`config.mk`:
```
export PLATFORM = sky130hd
export DESIGN_NAME = dfa_sr_stepper
export DESIGN_NICKNAME = d
export VERILOG_FILES = /design/src/rtl/dfa_sr_pkg.sv /design/src/rtl/dfa_sr_tables.sv /design/src/rtl/dfa_sr_scan.sv /design/src/rtl/dfa_sr_stepper.sv
export SDC_FILE = /design/constraint.sdc
export NUM_CORES = 2
export LEC_CHECK = 0
export BUFFER_PORTS_ARGS = -buffer_cell sky130_fd_sc_hd__buf_2
export CORE_ASPECT_RATIO = 1.75
export CORE_MARGIN = 3
export CORE_UTILIZATION = 55
export DETAILED_ROUTE_END_ITERATION = 6
export GPL_ROUTABILITY_DRIVEN = 0
export HOLD_SLACK_MARGIN = 0.1
export PLACE_DENSITY_LB_ADDON = 0.08
export SKIP_LAST_GASP = 1
export SYNTH_ARGS = -nofsm -noshare
export SYNTH_HDL_FRONTEND = slang
export SYNTH_HIERARCHICAL = 1
export SYNTH_SLANG_ARGS = --single-unit
```
`constraint.sdc`:
```
create_clock -name clk_i -period 5.79 [get_ports clk_i]
set_clock_uncertainty 0.2 [all_clocks]
set_input_delay 0.579 -clock clk_i [delete_from_list [all_inputs] [get_ports clk_i]]
set_output_delay 0.579 -clock clk_i [all_outputs]
set_load 0.1 [all_outputs]
```
`src/rtl/dfa_sr_pkg.sv`:
```
package dfa_sr_pkg;

  typedef enum logic [1:0] {
    CFG_OFFSET = 2'd0,
    CFG_PAIR   = 2'd1,
    CFG_ACCEPT = 2'd2
  } cfg_sel_e;

  typedef enum logic {
    ST_IDLE = 1'b0,
    ST_SCAN = 1'b1
  } scan_fsm_e;

endpackage

```
`src/rtl/dfa_sr_tables.sv`:
```
module dfa_sr_tables
  import dfa_sr_pkg::*;
#(
  parameter int NUM_STATES = 16,
  parameter int NUM_PAIRS  = 64,
  parameter int SYM_W      = 8,
  parameter int STATE_W    = 4,
  parameter int PIDX_W     = 7,
  parameter int PA_W       = 6,
  parameter int ADDR_W     = 6,
  parameter int DATA_W     = 12
) (
  input  logic               clk_i,
  input  logic               rst_ni,
  input  logic               cfg_we_i,
  input  logic [1:0]         cfg_sel_i,
  input  logic [ADDR_W-1:0]  cfg_addr_i,
  input  logic [DATA_W-1:0]  cfg_data_i,
  input  logic [STATE_W-1:0] rd_state_i,
  output logic [PIDX_W-1:0]  rd_lo_o,
  output logic [PIDX_W-1:0]  rd_hi_o,
  input  logic [PA_W-1:0]    pair_addr_i,
  output logic [SYM_W-1:0]   pair_sym_o,
  output logic [STATE_W-1:0] pair_nxt_o,
  input  logic [STATE_W-1:0] acc_state_i,
  output logic               acc_o
);

  logic [PIDX_W-1:0]  offset_q   [NUM_STATES+1];
  logic [SYM_W-1:0]   pair_sym_q [NUM_PAIRS];
  logic [STATE_W-1:0] pair_nxt_q [NUM_PAIRS];
  logic               acc_q      [NUM_STATES];

  logic wr_off, wr_pair, wr_acc;
  assign wr_off  = cfg_we_i && (cfg_sel_e'(cfg_sel_i) == CFG_OFFSET);
  assign wr_pair = cfg_we_i && (cfg_sel_e'(cfg_sel_i) == CFG_PAIR);
  assign wr_acc  = cfg_we_i && (cfg_sel_e'(cfg_sel_i) == CFG_ACCEPT);

  for (genvar g = 0; g <= NUM_STATES; g++) begin : g_off
    always_ff @(posedge clk_i or negedge rst_ni) begin
      if (!rst_ni)                                  offset_q[g] <= '0;
      else if (wr_off && cfg_addr_i == ADDR_W'(g))  offset_q[g] <= cfg_data_i[PIDX_W-1:0];
    end
  end

  for (genvar g = 0; g < NUM_PAIRS; g++) begin : g_pair
    always_ff @(posedge clk_i or negedge rst_ni) begin
      if (!rst_ni) begin
        pair_sym_q[g] <= '0;
        pair_nxt_q[g] <= '0;
      end else if (wr_pair && cfg_addr_i == ADDR_W'(g)) begin
        pair_sym_q[g] <= cfg_data_i[DATA_W-1 -: SYM_W];
        pair_nxt_q[g] <= cfg_data_i[STATE_W-1:0];
      end
    end
  end

  for (genvar g = 0; g < NUM_STATES; g++) begin : g_acc
    always_ff @(posedge clk_i or negedge rst_ni) begin
      if (!rst_ni)                                  acc_q[g] <= 1'b0;
      else if (wr_acc && cfg_addr_i == ADDR_W'(g))  acc_q[g] <= cfg_data_i[0];
    end
  end

  logic [STATE_W:0] s_ext;
  assign s_ext = {1'b0, rd_state_i};

  assign rd_lo_o    = offset_q[s_ext];
  assign rd_hi_o    = offset_q[s_ext + 1'b1];
  assign pair_sym_o = pair_sym_q[pair_addr_i];
  assign pair_nxt_o = pair_nxt_q[pair_addr_i];
  assign acc_o      = acc_q[acc_state_i];

endmodule

```
`src/rtl/dfa_sr_scan.sv`:
```
module dfa_sr_scan
  import dfa_sr_pkg::*;
#(
  parameter int SYM_W   = 8,
  parameter int STATE_W = 4,
  parameter int PIDX_W  = 7,
  parameter int PA_W    = 6
) (
  input  logic               clk_i,
  input  logic               rst_ni,
  input  logic               in_valid_i,
  output logic               in_ready_o,
  input  logic [SYM_W-1:0]   in_byte_i,
  output logic [STATE_W-1:0] cur_state_o,
  input  logic [PIDX_W-1:0]  lo_i,
  input  logic [PIDX_W-1:0]  hi_i,
  output logic [PA_W-1:0]    pair_addr_o,
  input  logic [SYM_W-1:0]   pair_sym_i,
  input  logic [STATE_W-1:0] pair_nxt_i,
  output logic [STATE_W-1:0] nxt_state_o,
  input  logic               nxt_acc_i,
  output logic               done_o,
  output logic               match_o,
  output logic [STATE_W-1:0] match_state_o
);

  scan_fsm_e          fsm_q;
  logic [STATE_W-1:0] state_q, mstate_q;
  logic [SYM_W-1:0]   byte_q;
  logic [PIDX_W-1:0]  idx_q, end_q;
  logic               done_q, match_q;

  logic at_end, hit, resolve;
  assign at_end  = (idx_q == end_q);
  assign hit     = !at_end && (pair_sym_i == byte_q);
  assign resolve = (fsm_q == ST_SCAN) && (hit || at_end);

  // miss falls back to the start state
  assign nxt_state_o = hit ? pair_nxt_i : '0;
  assign pair_addr_o = idx_q[PA_W-1:0];
  assign in_ready_o  = (fsm_q == ST_IDLE);

  always_ff @(posedge clk_i or negedge rst_ni) begin
    if (!rst_ni) begin
      fsm_q    <= ST_IDLE;
      state_q  <= '0;
      mstate_q <= '0;
      byte_q   <= '0;
      idx_q    <= '0;
      end_q    <= '0;
      done_q   <= 1'b0;
      match_q  <= 1'b0;
    end else begin
      done_q  <= 1'b0;
      match_q <= 1'b0;
      unique case (fsm_q)
        ST_IDLE: if (in_valid_i) begin
          byte_q <= in_byte_i;
          idx_q  <= lo_i;
          end_q  <= hi_i;
          fsm_q  <= ST_SCAN;
        end
        ST_SCAN: if (resolve) begin
          state_q  <= nxt_state_o;
          mstate_q <= nxt_state_o;
          done_q   <= 1'b1;
          match_q  <= nxt_acc_i;
          fsm_q    <= ST_IDLE;
        end else begin
          idx_q <= idx_q + 1'b1;
        end
        default: fsm_q <= ST_IDLE;
      endcase
    end
  end

  assign cur_state_o   = state_q;
  assign done_o        = done_q;
  assign match_o       = match_q;
  assign match_state_o = mstate_q;

endmodule

```
`src/rtl/dfa_sr_stepper.sv`:
```
module dfa_sr_stepper
  import dfa_sr_pkg::*;
#(
  parameter int NUM_STATES = 16,
  parameter int NUM_PAIRS  = 64,
  parameter int SYM_W      = 8,
  localparam int STATE_W   = $clog2(NUM_STATES),
  localparam int PA_W      = $clog2(NUM_PAIRS),
  localparam int PIDX_W    = $clog2(NUM_PAIRS + 1),
  localparam int ADDR_W    = (PA_W > STATE_W + 1) ? PA_W : STATE_W + 1,
  localparam int DATA_W    = SYM_W + STATE_W
) (
  input  logic               clk_i,
  input  logic               rst_ni,
  input  logic               cfg_we_i,
  input  logic [1:0]         cfg_sel_i,
  input  logic [ADDR_W-1:0]  cfg_addr_i,
  input  logic [DATA_W-1:0]  cfg_data_i,
  input  logic               in_valid_i,
  output logic               in_ready_o,
  input  logic [SYM_W-1:0]   in_byte_i,
  output logic [STATE_W-1:0] state_o,
  output logic               step_done_o,
  output logic               match_o,
  output logic [STATE_W-1:0] match_state_o
);

  logic [PIDX_W-1:0]  lo, hi;
  logic [PA_W-1:0]    pair_addr;
  logic [SYM_W-1:0]   pair_sym;
  logic [STATE_W-1:0] pair_nxt, nxt_state, cur_state;
  logic               nxt_acc;

  dfa_sr_tables #(
    .NUM_STATES(NUM_STATES), .NUM_PAIRS(NUM_PAIRS), .SYM_W(SYM_W),
    .STATE_W(STATE_W), .PIDX_W(PIDX_W), .PA_W(PA_W),
    .ADDR_W(ADDR_W), .DATA_W(DATA_W)
  ) u_tables (
    .clk_i       (clk_i),
    .rst_ni      (rst_ni),
    .cfg_we_i    (cfg_we_i),
    .cfg_sel_i   (cfg_sel_i),
    .cfg_addr_i  (cfg_addr_i),
    .cfg_data_i  (cfg_data_i),
    .rd_state_i  (cur_state),
    .rd_lo_o     (lo),
    .rd_hi_o     (hi),
    .pair_addr_i (pair_addr),
    .pair_sym_o  (pair_sym),
    .pair_nxt_o  (pair_nxt),
    .acc_state_i (nxt_state),
    .acc_o       (nxt_acc)
  );

  dfa_sr_scan #(
    .SYM_W(SYM_W), .STATE_W(STATE_W), .PIDX_W(PIDX_W), .PA_W(PA_W)
  ) u_scan (
    .clk_i         (clk_i),
    .rst_ni        (rst_ni),
    .in_valid_i    (in_valid_i),
    .in_ready_o    (in_ready_o),
    .in_byte_i     (in_byte_i),
    .cur_state_o   (cur_state),
    .lo_i          (lo),
    .hi_i          (hi),
    .pair_addr_o   (pair_addr),
    .pair_sym_i    (pair_sym),
    .pair_nxt_i    (pair_nxt),
    .nxt_state_o   (nxt_state),
    .nxt_acc_i     (nxt_acc),
    .done_o        (step_done_o),
    .match_o       (match_o),
    .match_state_o (match_state_o)
  );

  assign state_o = cur_state;

endmodule

```
==> impl_metrics.yaml <==
timing:
  min_period_ps: 5113
  hold_viol_final: 0
  drv_slew: 0
  worst_pin_slew_ps: 1269
  rsz0062_at_grt: "false"
  setup_slack_ps: 677.3
  max_slew_margin_pct: 15.06
  finalSetupViolCount: 0
  finalSetupTns_ps: 0
  max_freq_mhz: 195.6
  post-route-period-util_pct: 88.30
route:
  met3_length_um: 6186
  detail-route-antenna-nets: 0
  wl_um: 120300
  num_vias: 25860
  met2_length_um: 59460
  avgViaCountPerCell: 6.444
  dr.pass1.iters: 5
  drc: 0
  top_layer_used: "met5"
  m1WireLength_um: 46560
  avgRoutedWirePerCell_um: 29.98
  drt_iter0_drc: 2216
setup_path:
  reg2reg_to: "u_scan/match_o"
  cp_cell_sequence: "buf_12 > buf_4 > mux4_2 > mux2i_1 > a22oi_1 > and3_1 > a31o_1 > xnor2_1 > nand4_1 > nor2_1 > and3_4 > mux4_2 > mux4_2 > inv_1 > nor2_1"
  reg2regPathDepth: 15
  crit_end: "u_scan/match_o"
  crit_start: "u_scan/idx_q[0]"
  crit_path_max_fanout: 31
  slowest_delay_ps: 770
  critPathLaunchType: "flip-flop"
  cp.required_ps: 6130
  crit_path_top_delay_cell: "dfrtp_4"
  cp_data_arrival_time_ps: 5450
  reg2reg_slack_ps: 680
  path_class: "flip-flop to flip-flop"
  worst_r2r_startpoint: "u_scan/idx_q[0]"
  cp-end-kind: "flip-flop"
  cpMostUsedCell: "mux4_2"
placement:
  pre_cts_ws_ps: 678.9
  place_hpwl_um: 79010
  portBuffers: 42
logic_synthesis:
  ys_seq_elements: 932
  synth_cells: 2969
  yosysSeqAreaShare_pct: 52.81
  synth_ff_type: "dfrtp_1"
  synth-edff-count: 0
  async_flop_share_pct: 100.0
  yosysUniqueCellTypes: 60
  synth_area_um2: 44160
  yosys_warnings: 6
  avgSynthCellArea_um2: 14.87
  synth_fp_nets: 3003
clock_tree:
  path_clk_slew_ps: 60
  clock_latency_ps: 680
  h-tree-depth: 3
  cts_hold_buf: 9
  cts_tree: "built"
  numCtsBuffers: 87
  post-cts-setup-buffers: 0
  ctsResizeCount: 0
  cts_root_buf: "clkbuf_16"
  cts.sinks: 932
  cts_max_path_buffers: 3
die:
  die_h_um: 380.9
  die-area_um2: 83870
  fp-row-count: 136
  start_util_pct: 55.81
  io_pins: 43
  core_um2: 79130
  die_x_um: 220.2
hold_path:
  hp-class: "primary input to flip-flop"
grt:
  overflow: 0
  globalRouteTotalUtil_pct: 29.33
  grt_pass1_wl_um: 181200
  antenna_found_initial: 2
  grt_max_degree: 173
  grt_pass1_vias: 27750
flow_run:
  maxCapViolCount: 0
power_and_ir_drop:
  p_leak_nw: 22.84
  ir_worst_vdd_mv: 0.3042
  power_density_nw_per_um2: 374.4
cells_and_area:
  nets: 2943
  final_common_cell: "mux2_2"
  mostFrequentLayoutCells: "mux2_2 (929), dfrtp_1 (928), mux4_2 (233), nand2_1 (134), clkbuf_16 (90)"
  area_delta_synth_final_pct: 9.185
  fill_cells: 6034
  layout-drive-gt1-share_pct: 49.26
run_status:
  status: "complete, no violations"
-- per-layer routing --
layer / track usage [%] / vias up
met2: 48.01 / 748
li1: - / 10850
met3: 5.330 / 293
met5: 0 / -
met1: 36.65 / 13970
met4: 16.62 / 2
-- stage by stage --
step	hold slack, ps	instance area (um2)	instances	total power, mW	util (%)
5_1_grt	177.1	48210	4011	18.73	60.93
6_report	151.3	48220	4013	18.05	60.94
4_1_cts	120.2	48210	4011	18.18	60.93
2_1_floorplan	83.41	44160	2969	10.52	-
3_3_place_gp	269.0	45130	3846	12.08	57.04
3_5_place_dp	284.8	45130	3846	12.16	57.04
-- cells in the mapped netlist (18+ instances only) --
cell type  number  area [um2]
buf_2          96       480.5
nor2b_1        18       112.6
o22ai_1        21       131.4
dfrtp_1       932       23320
clkbuf_1      122       457.9
a21oi_1        23       115.1
mux2i_1        83       830.8
mux4_2        233        5248
mux2_2        929       10460
nand2_1       134       503.0
buf_4          37       277.8
a22oi_1        20       150.1
nand3_1        28       140.1
nor2_1         62       232.7
-- how the worst min path moves through the flow --
stage                                           to  depth (start not counted)  slack [ps]                      from
final                              u_scan/idx_q[6]                          4         150                in_valid_i
after global placement    u_tables/pair_sym_q[125]                          1         270  u_tables/pair_sym_q[125]
after detailed placement  u_tables/pair_sym_q[121]                          1         280  u_tables/pair_sym_q[121]
after global routing               u_scan/idx_q[2]                          3         180                in_valid_i
after floorplan                   u_scan/byte_q[0]                          0          80                    rst_ni
after CTS                          u_scan/idx_q[6]                          4         120                in_valid_i
-- state kept, by name (all words and copies together) (netlist names) --
name and cells:
u_tables/acc_q 16, u_scan/byte_q 8, u_tables/pair_nxt_q 256, u_scan/fsm_q 1, u_scan/match_o 1, u_scan/end_q 7
u_tables/pair_sym_q 512, u_scan/match_state_o 4, u_tables/offset_q 119, u_scan/idx_q 7, u_scan/done_o 1
-- layout make-up --
cell class / instances / area, um2 / area share, %
clock buffer: 133 / 2694 / 5.587
multi-input combinational: 1749 / 19480 / 40.41
clock inverter: 23 / 300.3 / 0.6228
timing repair buffer: 130 / 1069 / 2.216
tap: 1035 / 1295 / 2.686
antenna: 2 / 5.005 / 0.01038
sequential: 932 / 23340 / 48.40
inverter: 9 / 33.78 / 0.07006
-- worst max-delay path, delay by kind of cell (launching register included) --
family,cells,cell delay (ps)
DFF,1,770
AOI/OAI and AO/OA,2,320
buffers and inverters,3,650
xor gates and xnor gates,1,140
muxes,4,1690
and+or+nand+nor,5,1130
-- cell families after synthesis --
kind of cell,after synthesis,share of synthesized area (%)
muxes,1249,37.55
DFF,932,52.81
and+or+nand+nor,320,3.471
buffers and inverters,288,3.170
AOI/OAI and AO/OA,159,2.510
xor gates and xnor gates,19,0.4278
adders and majority gates,2,0.05665
-- report_power, final --
| group | leakage, nW | switching [mW] | internal, mW |
|---|---|---|---|
| Sequential | 12.8 | 0.526 | 6.89 |
| Clock | 1.47 | 2.52 | 3.47 |
| Combinational | 8.56 | 2.69 | 1.95 |
No activity file was read; power rests on OpenSTA's default activity.
